===== src/rtl/pa_pkg.sv =====
package pa_pkg;

  // Next value of the signed pending count: requests add, applied
  // corrections retire, and the result saturates at +/- lim.
  function automatic int net_next(int net, logic up, logic dn,
                                  logic ins, logic del, int lim);
    int r;
    r = net + int'(up) - int'(dn) - int'(ins) + int'(del);
    if (r > lim)  r = lim;
    if (r < -lim) r = -lim;
    return r;
  endfunction

  // Nominal strobe for a slot: the slot whose phase bit is 1 carries a pulse.
  function automatic logic nominal_strobe(logic phase);
    return phase;
  endfunction

endpackage


===== src/rtl/pa_toggle_sync.sv =====
module pa_toggle_sync #(
  parameter int STAGES = 2
) (
  input  logic clk,
  input  logic rst_n,
  input  logic tgl_in,
  output logic evt
);
  // chain[0..STAGES-1] synchronise; chain[STAGES] keeps the previous value
  logic [STAGES:0] chain;

  always_ff @(negedge clk or negedge rst_n) begin
    if (!rst_n) chain <= '0;
    else        chain <= {chain[STAGES-1:0], tgl_in};
  end

  assign evt = chain[STAGES] ^ chain[STAGES-1];
endmodule


===== src/rtl/pa_net_pending.sv =====
module pa_net_pending
  import pa_pkg::*;
#(
  parameter int NET_W = 4
) (
  input  logic clk,
  input  logic rst_n,
  input  logic carry_evt,
  input  logic borrow_evt,
  input  logic ins_fire,
  input  logic del_fire,
  output logic ins_want,
  output logic del_want,
  output logic net_zero
);
  localparam int LIM = (2 ** (NET_W - 1)) - 1;

  logic signed [NET_W-1:0] net;

  always_ff @(negedge clk or negedge rst_n) begin
    if (!rst_n) net <= '0;
    else net <= NET_W'(net_next(int'(net), carry_evt, borrow_evt,
                                ins_fire, del_fire, LIM));
  end

  assign ins_want = (net > 0);
  assign del_want = (net < 0);
  assign net_zero = (net == 0);

  // an applied insert retires exactly one unit of positive count
  assert_ins_retires_R3: assert property (@(negedge clk) disable iff (!rst_n)
    (ins_fire && !carry_evt && !borrow_evt) |=> ($past(net) - net == 1));

  // an applied delete retires exactly one unit of negative count
  assert_del_retires_R4: assert property (@(negedge clk) disable iff (!rst_n)
    (del_fire && !carry_evt && !borrow_evt) |=> (net - $past(net) == 1));

  // simultaneous carry and borrow leave the count untouched
  assert_cancel_R6: assert property (@(negedge clk) disable iff (!rst_n)
    (carry_evt && borrow_evt && !ins_fire && !del_fire) |=> $stable(net));

  // the count never leaves its saturation range
  assert_sat_range_R7: assert property (@(negedge clk) disable iff (!rst_n)
    (int'(net) <= LIM) && (int'(net) >= -LIM));
endmodule


===== src/rtl/pa_strobe_gen.sv =====
module pa_strobe_gen
  import pa_pkg::*;
(
  input  logic clk,
  input  logic rst_n,
  input  logic ins_want,
  input  logic del_want,
  output logic ins_fire,
  output logic del_fire,
  output logic strobe
);
  logic phase;

  // inserts go into empty slots, deletes into full ones
  assign ins_fire = ins_want && !nominal_strobe(phase);
  assign del_fire = del_want &&  nominal_strobe(phase);

  always_ff @(negedge clk or negedge rst_n) begin
    if (!rst_n) begin
      phase  <= 1'b0;
      strobe <= 1'b0;
    end else begin
      phase  <= ~phase;
      strobe <= ins_fire | (nominal_strobe(phase) & ~del_fire);
    end
  end

  // an insert produces a strobe in the following cycle
  assert_ins_strobe_R3: assert property (@(negedge clk) disable iff (!rst_n)
    ins_fire |=> strobe);

  // a delete blanks the strobe in the following cycle
  assert_del_blank_R4: assert property (@(negedge clk) disable iff (!rst_n)
    del_fire |=> !strobe);
endmodule


===== src/rtl/pulse_adj.sv =====
module pulse_adj #(
  parameter int SYNC_STAGES = 2,
  parameter int NET_W       = 4
) (
  input  logic clk,
  input  logic rst_n,
  input  logic carry_tgl,
  input  logic borrow_tgl,
  output logic strobe_out
);
  localparam int NREQ = 2;

  logic [NREQ-1:0] req_tgl;
  logic [NREQ-1:0] req_evt;
  logic ins_want, del_want, ins_fire, del_fire, net_zero;

  assign req_tgl = {borrow_tgl, carry_tgl};

  for (genvar g = 0; g < NREQ; g++) begin : g_sync
    pa_toggle_sync #(.STAGES(SYNC_STAGES)) u_sync (
      .clk    (clk),
      .rst_n  (rst_n),
      .tgl_in (req_tgl[g]),
      .evt    (req_evt[g])
    );
  end

  pa_net_pending #(.NET_W(NET_W)) u_pend (
    .clk        (clk),
    .rst_n      (rst_n),
    .carry_evt  (req_evt[0]),
    .borrow_evt (req_evt[1]),
    .ins_fire   (ins_fire),
    .del_fire   (del_fire),
    .ins_want   (ins_want),
    .del_want   (del_want),
    .net_zero   (net_zero)
  );

  pa_strobe_gen u_gen (
    .clk      (clk),
    .rst_n    (rst_n),
    .ins_want (ins_want),
    .del_want (del_want),
    .ins_fire (ins_fire),
    .del_fire (del_fire),
    .strobe   (strobe_out)
  );

  // cycles since reset, for the alternation check only
  logic [1:0] age;
  always_ff @(negedge clk or negedge rst_n) begin
    if (!rst_n)          age <= '0;
    else if (age != 2'd3) age <= age + 2'd1;
  end

  // reset holds the strobe low and nothing pending
  always @(negedge clk) begin
    if (!rst_n) assert_reset_state_R1: assert (!strobe_out && net_zero);
  end

  // with nothing pending, the strobe alternates every cycle
  assert_alternate_R2: assert property (@(negedge clk) disable iff (!rst_n)
    (age == 2'd3 && $past(net_zero) && $past(net_zero, 2))
      |-> (strobe_out != $past(strobe_out)));

  // insert and delete never act in the same slot
  assert_one_action_R7: assert property (@(negedge clk) disable iff (!rst_n)
    $onehot0({ins_fire, del_fire}));
endmodule


===== config.mk =====
export PLATFORM = sky130hd
export DESIGN_NAME = pulse_adj
export DESIGN_NICKNAME = d
export VERILOG_FILES = /design/src/rtl/pa_pkg.sv /design/src/rtl/pa_toggle_sync.sv /design/src/rtl/pa_net_pending.sv /design/src/rtl/pa_strobe_gen.sv /design/src/rtl/pulse_adj.sv
export SDC_FILE = /design/constraint.sdc
export NUM_CORES = 1
export LEC_CHECK = 0
export BUFFER_PORTS_ARGS = -buffer_cell sky130_fd_sc_hd__buf_2
export CORE_MARGIN = 3
export CORE_UTILIZATION = 40
export CTS_CLUSTER_SIZE = 8
export DETAILED_ROUTE_END_ITERATION = 8
export SLEW_MARGIN = 20
export SYNTH_ARGS = -nofsm -noshare
export SYNTH_HDL_FRONTEND = slang
export SYNTH_SLANG_ARGS = --single-unit

===== constraint.sdc =====
create_clock -name clk -period 4.26 [get_ports clk]
set_input_delay 0.213 -clock clk [delete_from_list [all_inputs] [get_ports clk]]
set_output_delay 0.213 -clock clk [all_outputs]
set_load 0.02 [all_outputs]

=== Word-level counts from Yosys, hierarchy flattened ===
Cells that the tools add are included.

* Register bits after elaboration: 12
* Latch bits: 0
* Bits in writable memories: 0
* Bits in read-only memories: 0
* Input bits: 4
* Output and inout port bits: 1
* Logic and storage cells: 24
* Memories kept: 0

* $add $sub $neg: 4
* Multipliers: 0
* Div/mod/pow operators: 0
* Order comparisons: 4
* Equality and inequality tests: 0
* Shift operators: 0
* Muxes and demuxes: 2
* Bitwise logic cells: 6
* Reductions and logical operators: 3

{| class="wikitable"
|+ Operator list
! operator !! number
|-
| $sub A32 B2 Y32 || 2
|-
| $add A32 B2 Y32 || 1
|-
| $gt A32 B4 Y1 const B || 1
|-
| $lt A32 B4 Y1 const B || 1
|-
| $mux W32 || 1
|-
| $add A4 B2 Y5 || 1
|-
| $gt A4 B1 Y1 const B || 1
|-
| $lt A4 B1 Y1 const B || 1
|-
| $mux W4 || 1
|-
| $logic_and A1 B1 Y1 || 2
|-
| $not A1 Y1 || 2
|-
| $xor A1 B1 Y1 || 2
|-
| $and A1 B1 Y1 || 1
|-
| $logic_not A1 Y1 || 1
|-
| $or A1 B1 Y1 || 1
|}

=== Depth between registers and ports, before layout ===
Gate-level depths: netlist (run 1).

* Depth in word-level cells: 9
* Depth in mapped cells: 14
* Gate-level depth less buffers: 14

=== Hierarchy ===
A second synthesis (run 1) with hierarchy kept.

* Cells, all modules: 59
* Area, all modules: 654.4 um^2

{| class="wikitable"
|+ Modules (own cells, without submodules)
! module !! times used !! cells an instance !! area each (um^2) !! seq. area each (um^2)
|-
| pa_net_pending || 1 || 45 || 410.4 || 100.1
|-
| pa_toggle_sync || 2 || 4 || 83.8 || 75.1
|-
| pa_strobe_gen || 1 || 6 || 76.3 || 50.0
|}

==> reports/metrics.cfg, run 1 <==
[die]
io_pins=5
start_util_pct=44.1
num_rows=14
die_w_um=47.7
dieArea_mm2=0.00228
coreArea_mm2=0.00158
die_h_um=47.7

[timing]
finalClockSkew_ns=0.000763
setup_viol=0
rsz0062_at_grt=no
min_period_ns=3.40
fmax_ghz=0.294
worst_pin_slew_ns=0.311
max_slew_margin_pct=79.2
drv_slew=0
tns_ns=0
hold_violations=0
min_period_over_period_pct=79.9

[clock_tree]
cts_buffers=3
post_cts_buffers=0
cts_root_buf=clkbuf_4
hold_buffers=0
clk_pin_slew_worst_paths_ns=0.05
cts-resized-gates=0
cts_buffer_depth=2
cts.sinks=12
insertion_delay_ns=0.27
htreeDepth=1
cts_tree=done

[routing]
wl_met1_um=530
drtIter0Drc=5
drt_wl_total_um=997
via_per_inst=4.83
dr.max_layer_used=met3
drt_pass1_iterations=2
wl_met3_um=25
vias=420
wire_per_inst_um=11.5
ant_nets=0
route.detailed.drc=0
wl_met2_um=440

[pwr]
ir_drop_mv=0.415
power.leakage_nw=0.392
power.density_mw_per_mm2=852

[worst_setup_path]
startpoint=g_sync[0].u_sync.chain[1]
cp_slowest_cell=fa_1
cp_top_family=adder cells
critPathBufInv=2
path_cells=xor2_1, ha_1, inv_1, fa_1, inv_1, ha_1, ha_1, a21o_1, a21o_1, fa_1, or3b_1, o21bai_2, a21boi_0
end_kind=register
cp-start-kind=register
crit_path_max_fanout=3
crit_arrival_ns=5.65
crit_top_cell=ha_1
slowest_delay_ns=0.47
cp.required_ns=6.50
setup.worst_path.class=reg2reg
timing.rr.start=g_sync[0].u_sync.chain[1]

[synthesis]
ys_ff_latch=12
synth_fp_nets=78
synth_cell_types=24
synth_top_flop_cell=dfrtn_1
synth-seq-area-share_pct=43.2
yosys_warnings=0
synth.top_cell.area_share_pct=43.2
yosys.area.top_type=dfrtn_1
synth_area_um2=696
synthTopCellsByArea=dfrtn_1 (43%), ha_1 (14%), fa_1 (8.6%), inv_1 (5.4%), xor2_1 (5.0%)
async_flop_share_pct=100
syn_avg_cell_area_um2=11.0
synth-edff-count=0
synth_cells=63

[grt]
grt_util_all_layers_pct=11.8
grt.overflow.total=0
antenna_found_initial=0
grt_max_degree=13
grt_pass1_vias=448
grt_pass1_wl_mm=1.84

[min_path]
hold_class=reg2reg
min_from=g_sync[1].u_sync.chain[0]

[finish]
diodes=0
drive_above_1_share_pct=14.1
finalNetCount=87
final_common_cell=dfrtn_1
syn2layout_area_growth_pct=11.0
layout_common_cells=dfrtn_1 (12), inv_1 (10), ha_1 (8)
final_area_um2=772

[placement]
gp_congestion=0.705
dpl-instance-area_um2=736
dp_hpwl_um=822
io_buffer_count=4

[job]
maxCapViolCount=0

[run_status]
outcome=finished, final reports clean

[layout make-up]
type,instances,area [um^2]
repair buffers,4,20.0
fillers,146,805
well taps,16,20.0
flip-flops and latches,12,300
clock buffers,4,36.3
multi-input cells,41,358
inverters,10,37.5
[cells in the mapped netlist (2+ instances only)]
library cell,count
a21boi_0,2
nor3_1,2
ha_1,8
a21o_1,2
fa_1,3
xor2_1,4
a21oi_1,2
inv_1,10
nand2_1,3
dfrtn_1,12
nor2b_1,2
[report_power, final]
group / switching, mW / internal, mW
Clock: 0.0353 / 0.0519
Sequential: 0.0162 / 0.142
Combinational: 0.217 / 0.195
[per-stage QoR]
| stage | utilization, % | total power [mW] | hold WS (ns) | setup WS (ns) | std cells |
|---|---|---|---|---|---|
| 2_1_floorplan | - | 0.490 | 0.292 | 1.02 | 63 |
| 3_3_place_gp | 46.7 | 0.574 | 0.292 | 0.860 | 83 |
| 3_5_place_dp | 46.7 | 0.576 | 0.297 | 0.873 | 83 |
| 4_1_cts | 49.0 | 0.670 | 0.299 | 0.846 | 87 |
| 5_1_grt | 49.0 | 0.744 | 0.303 | 0.645 | 87 |
| 6_report | 49.0 | 0.657 | 0.296 | 0.858 | 87 |
[path summary, 6_finish.rpt]
check	to	slack, ns	cells after the start
worst min register to register	g_sync[1].u_sync.chain[1]	0.30	0
max in group asynchronous	g_sync[0].u_sync.chain[0]	2.20	1
worst min-delay path	g_sync[1].u_sync.chain[1]	0.30	0
min in group asynchronous	g_sync[1].u_sync.chain[1]	1.82	1
worst max register to register	u_pend.net[2]	0.86	13
worst max-delay path	u_pend.net[2]	0.86	13
[metal layers]
metal	vias to the layer above	GRT usage [%]
met5	-	0
met3	0	5.64
met4	0	3.23
met2	5	16.9
met1	189	15.9
li1	226	-
[registers in the layout (all words and copies together), names as in the netlist]
| name | flops |
|---|---|
| u_gen.strobe | 1 |
| u_pend.net | 4 |
| u_gen.phase | 1 |
| g_sync.u_sync.chain | 6 |
[cells by family after synthesis]
group,count (synthesis),share of synthesized area [%]
AO/OA/AOI/OAI,10,10.1
buffers and inverters,10,5.40
adder cells (fa/ha/maj),11,23.0
AND/OR/NAND/NOR,15,12.1
flip-flops,12,43.2
XOR/XNOR,5,6.29
Power figures use the tool's default switching activity.
==> inputs of run 2 (changes only) <==
- ABC_AREA: not set -> 1
- clock period: 4.26 -> 3.4 ns (I/O delays scaled with it)
==> run 2 against run 1 <==
Against the previous run: maximum frequency grew 5.4%; synthesized area increased by 6.5%; clock-buffer cell count unchanged; die area up 5.6%; cell count up 26%; synthesized cell count grew 21%; via count is 21% higher; routed wire length grew 24%; worst hold slack better by 0.0018 ns; register-to-register slack worse by 0.69 ns; clock skew about the same; sequential cell count unchanged; largest cell class unchanged.
==> reports/metrics.cfg, run 2 <==
[die]
num_rows=14  ; unchanged
die_w_um=49.0  ; was 47.7 um
start_util_pct=45.5  ; was 44.1%
die_h_um=49.0  ; was 47.7 um
io_pins=5  ; unchanged
dieArea_mm2=0.00240  ; was 0.00228 mm^2
coreArea_mm2=0.00163  ; was 0.00158 mm^2

[clock_tree]
insertion_delay_ns=0.27  ; about the same
cts.sinks=12  ; unchanged
htreeDepth=1  ; unchanged
cts_root_buf=clkbuf_4  ; unchanged
clk_pin_slew_worst_paths_ns=0.05  ; about the same
hold_buffers=0  ; unchanged
cts_tree=done  ; unchanged
cts_buffers=3  ; unchanged
cts_buffer_depth=2  ; unchanged

[worst_setup_path]
crit_arrival_ns=5.05  ; was 5.65 ns
cp-start-kind=register  ; unchanged
startpoint=g_sync[0].u_sync.chain[2]  ; was g_sync[0].u_sync.chain[1]
setup.worst_path.class=reg2reg  ; unchanged
worstRegToRegCells=16  ; was 13
end_kind=register  ; unchanged
cp.required_ns=5.22  ; was 6.50 ns
r2r_end=u_pend.net[2]  ; unchanged
endpoint=u_pend.net[2]  ; unchanged
rrSetupSlack_ns=0.17  ; was 0.86 ns
timing.rr.start=g_sync[0].u_sync.chain[2]  ; was g_sync[0].u_sync.chain[1]
crit_path_max_fanout=4  ; was 3

[synthesis]
synth_common_cells=inv_1 (16), dfrtn_1 (12), ha_1 (8), nand2_1 (8), a21oi_1 (5)  ; was dfrtn_1 (12), inv_1 (10), ha_1 (8)
synth_top_flop_cell=dfrtn_1  ; unchanged
synth_area_um2=741  ; was 696 um^2
yosys_warnings=0  ; unchanged
synth.top_cell.area_share_pct=40.5  ; was 43.2%
yosys.area.top_type=dfrtn_1  ; unchanged
async_flop_share_pct=100  ; unchanged
synth-seq-area-share_pct=40.5  ; was 43.2%
synth_cell_types=21  ; was 24
synth_cells=76  ; was 63
synth_fp_nets=91  ; was 78
synth-edff-count=0  ; unchanged
syn_avg_cell_area_um2=9.75  ; was 11.0 um^2
yosysMostFrequentCell=inv_1  ; was dfrtn_1
ys_ff_latch=12  ; unchanged
synthTopCellsByArea=dfrtn_1 (41%), ha_1 (14%), fa_1 (8.1%), inv_1 (8.1%), xor2_1 (4.7%)  ; was dfrtn_1 (43%), ha_1 (14%), fa_1 (8.6%), inv_1 (5.4%), xor2_1 (5.0%)

[routing]
route.detailed.drc=0  ; unchanged
drt_wl_total_mm=1.24  ; was 997 um
drt_pass1_iterations=4  ; was 2
wire_per_inst_um=11.2  ; was 11.5 um
vias=507  ; was 420
ant_nets=0  ; unchanged
drtIter0Drc=24  ; was 5
via_per_inst=4.61  ; was 4.83

[finish]
finalNetCount=102  ; was 87
syn2layout_area_growth_pct=21.6  ; was 11.0%
largest-register=g_sync.u_sync.chain  ; unchanged
diodes=0  ; unchanged
layout_common_cells=inv_1 (14), dfrtn_1 (12), nand2_1 (8)  ; was dfrtn_1 (12), inv_1 (10), ha_1 (8)
largest_register_ffs=6  ; unchanged
drive_above_1_share_pct=32.6  ; was 14.1%
largest_registers=g_sync.u_sync.chain x6, u_pend.net x4  ; unchanged
final_common_cell=inv_1  ; was dfrtn_1
fin_util_pct=55.3  ; was 49.0%

[timing]
setup_viol=0  ; unchanged
finalClockSkew_ns=0.000428  ; was 0.000763 ns
fmax_ghz=0.310  ; was 0.294 GHz
min_period_over_period_pct=94.9  ; was 79.9%
max_slew_margin_pct=81.7  ; was 79.2%
drv_slew=0  ; unchanged
hold_violations=0  ; unchanged
worst_pin_slew_ns=0.274  ; was 0.311 ns
min_period_ns=3.23  ; was 3.40 ns

[job]
maxCapViolCount=0  ; unchanged

[grt]
grt_pass1_wl_mm=2.15  ; was 1.84 mm
grt.overflow.total=0  ; unchanged
grt_max_degree=13  ; unchanged
antenna_found_initial=0  ; unchanged
grt_util_all_layers_pct=11.7  ; was 11.8%
grt_pass1_vias=494  ; was 448

[placement]
io_buffer_count=4  ; unchanged
gp_congestion=0.764  ; was 0.705
dp_hpwl_um=961  ; was 822 um

[run_status]
outcome=finished, final reports clean  ; unchanged

[min_path]
hold_class=reg2reg  ; unchanged

[run 2: final cells by class]
| cell class | count | area, um^2 |
|---|---|---|
| fillers | 159 | 728 |
| well taps | 24 | 30.0 |
| clock buffers | 4 | 36.3 |
| flip-flops and latches | 12 | 300 |
| inverters | 17 | 63.8 |
| multi-input cells | 47 | 435 |
| repair buffers | 6 | 35.0 |
[run 2: worst max-delay path, stage by stage (launching register included)]
cell	delay, ns
dfrtn_1	0.34
xor2_1	0.16
ha_1	0.29
inv_2	0.04
fa_2	0.51
inv_1	0.04
ha_2	0.18
ha_4	0.17
a31o_1	0.19
fa_1	0.49
or2_1	0.23
nor2_2	0.09
nand2_2	0.08
nand2_2	0.06
nand3_2	0.06
nand2_2	0.08
a21oi_1	0.06
[run 2: per-stage QoR]
stage,setup TNS (ns),hold WS (ns),instances,setup WS [ns],cell area [um^2]
floorplan,0,0.292,76,0.274,741
global placement,0,0.293,105,0.0911,798
detailed placement,0,0.301,105,0.0730,798
CTS,0,0.301,109,0.0688,835
global route,-0.0339,0.306,110,-0.0207,901
finish,0,0.297,110,0.173,901
[run 2: layer usage]
layer | vias up | share of wire [%] | global-route usage, %
li1 | 258 | - | -
met1 | 241 | 52 | 17.3
met2 | 8 | 44 | 15.8
met3 | 0 | 3.9 | 5.50
met4 | 0 | 0 | 1.42
met5 | - | 0 | 0
[run 2: logic make-up (layout without fill, tap and decap cells)]
group / count (synthesis) / after routing / share of synthesized area, %
and+or+nand+nor: 21 / 21 / 14.7
buffers and inverters: 17 / 27 / 8.61
DFF: 12 / 12 / 40.5
adders and majority gates: 11 / 11 / 21.6
AOI/OAI and AO/OA: 10 / 10 / 8.62
xor gates and xnor gates: 5 / 5 / 5.91
[run 2: worst min path at each step]
stage	start	endpoint	cells past startpoint
after CTS	g_sync[0].u_sync.chain[0]	g_sync[0].u_sync.chain[1]	0
after floorplan	g_sync[0].u_sync.chain[0]	g_sync[0].u_sync.chain[1]	0
after detailed placement	g_sync[0].u_sync.chain[0]	g_sync[0].u_sync.chain[1]	0
after global routing	g_sync[0].u_sync.chain[0]	g_sync[0].u_sync.chain[1]	0
after global placement	g_sync[0].u_sync.chain[0]	g_sync[0].u_sync.chain[1]	0
final	g_sync[0].u_sync.chain[0]	g_sync[0].u_sync.chain[1]	0
[run 2: repair_timing]
item                       CTS  global route
hold endpoints to repair     0             0
resized for setup            0            13
buffers inserted             0             1
setup endpoints to repair    0             3
Power of run 2 is not shown: default switching activity piles up to over one toggle a cycle in this logic, so the estimate is an artifact.
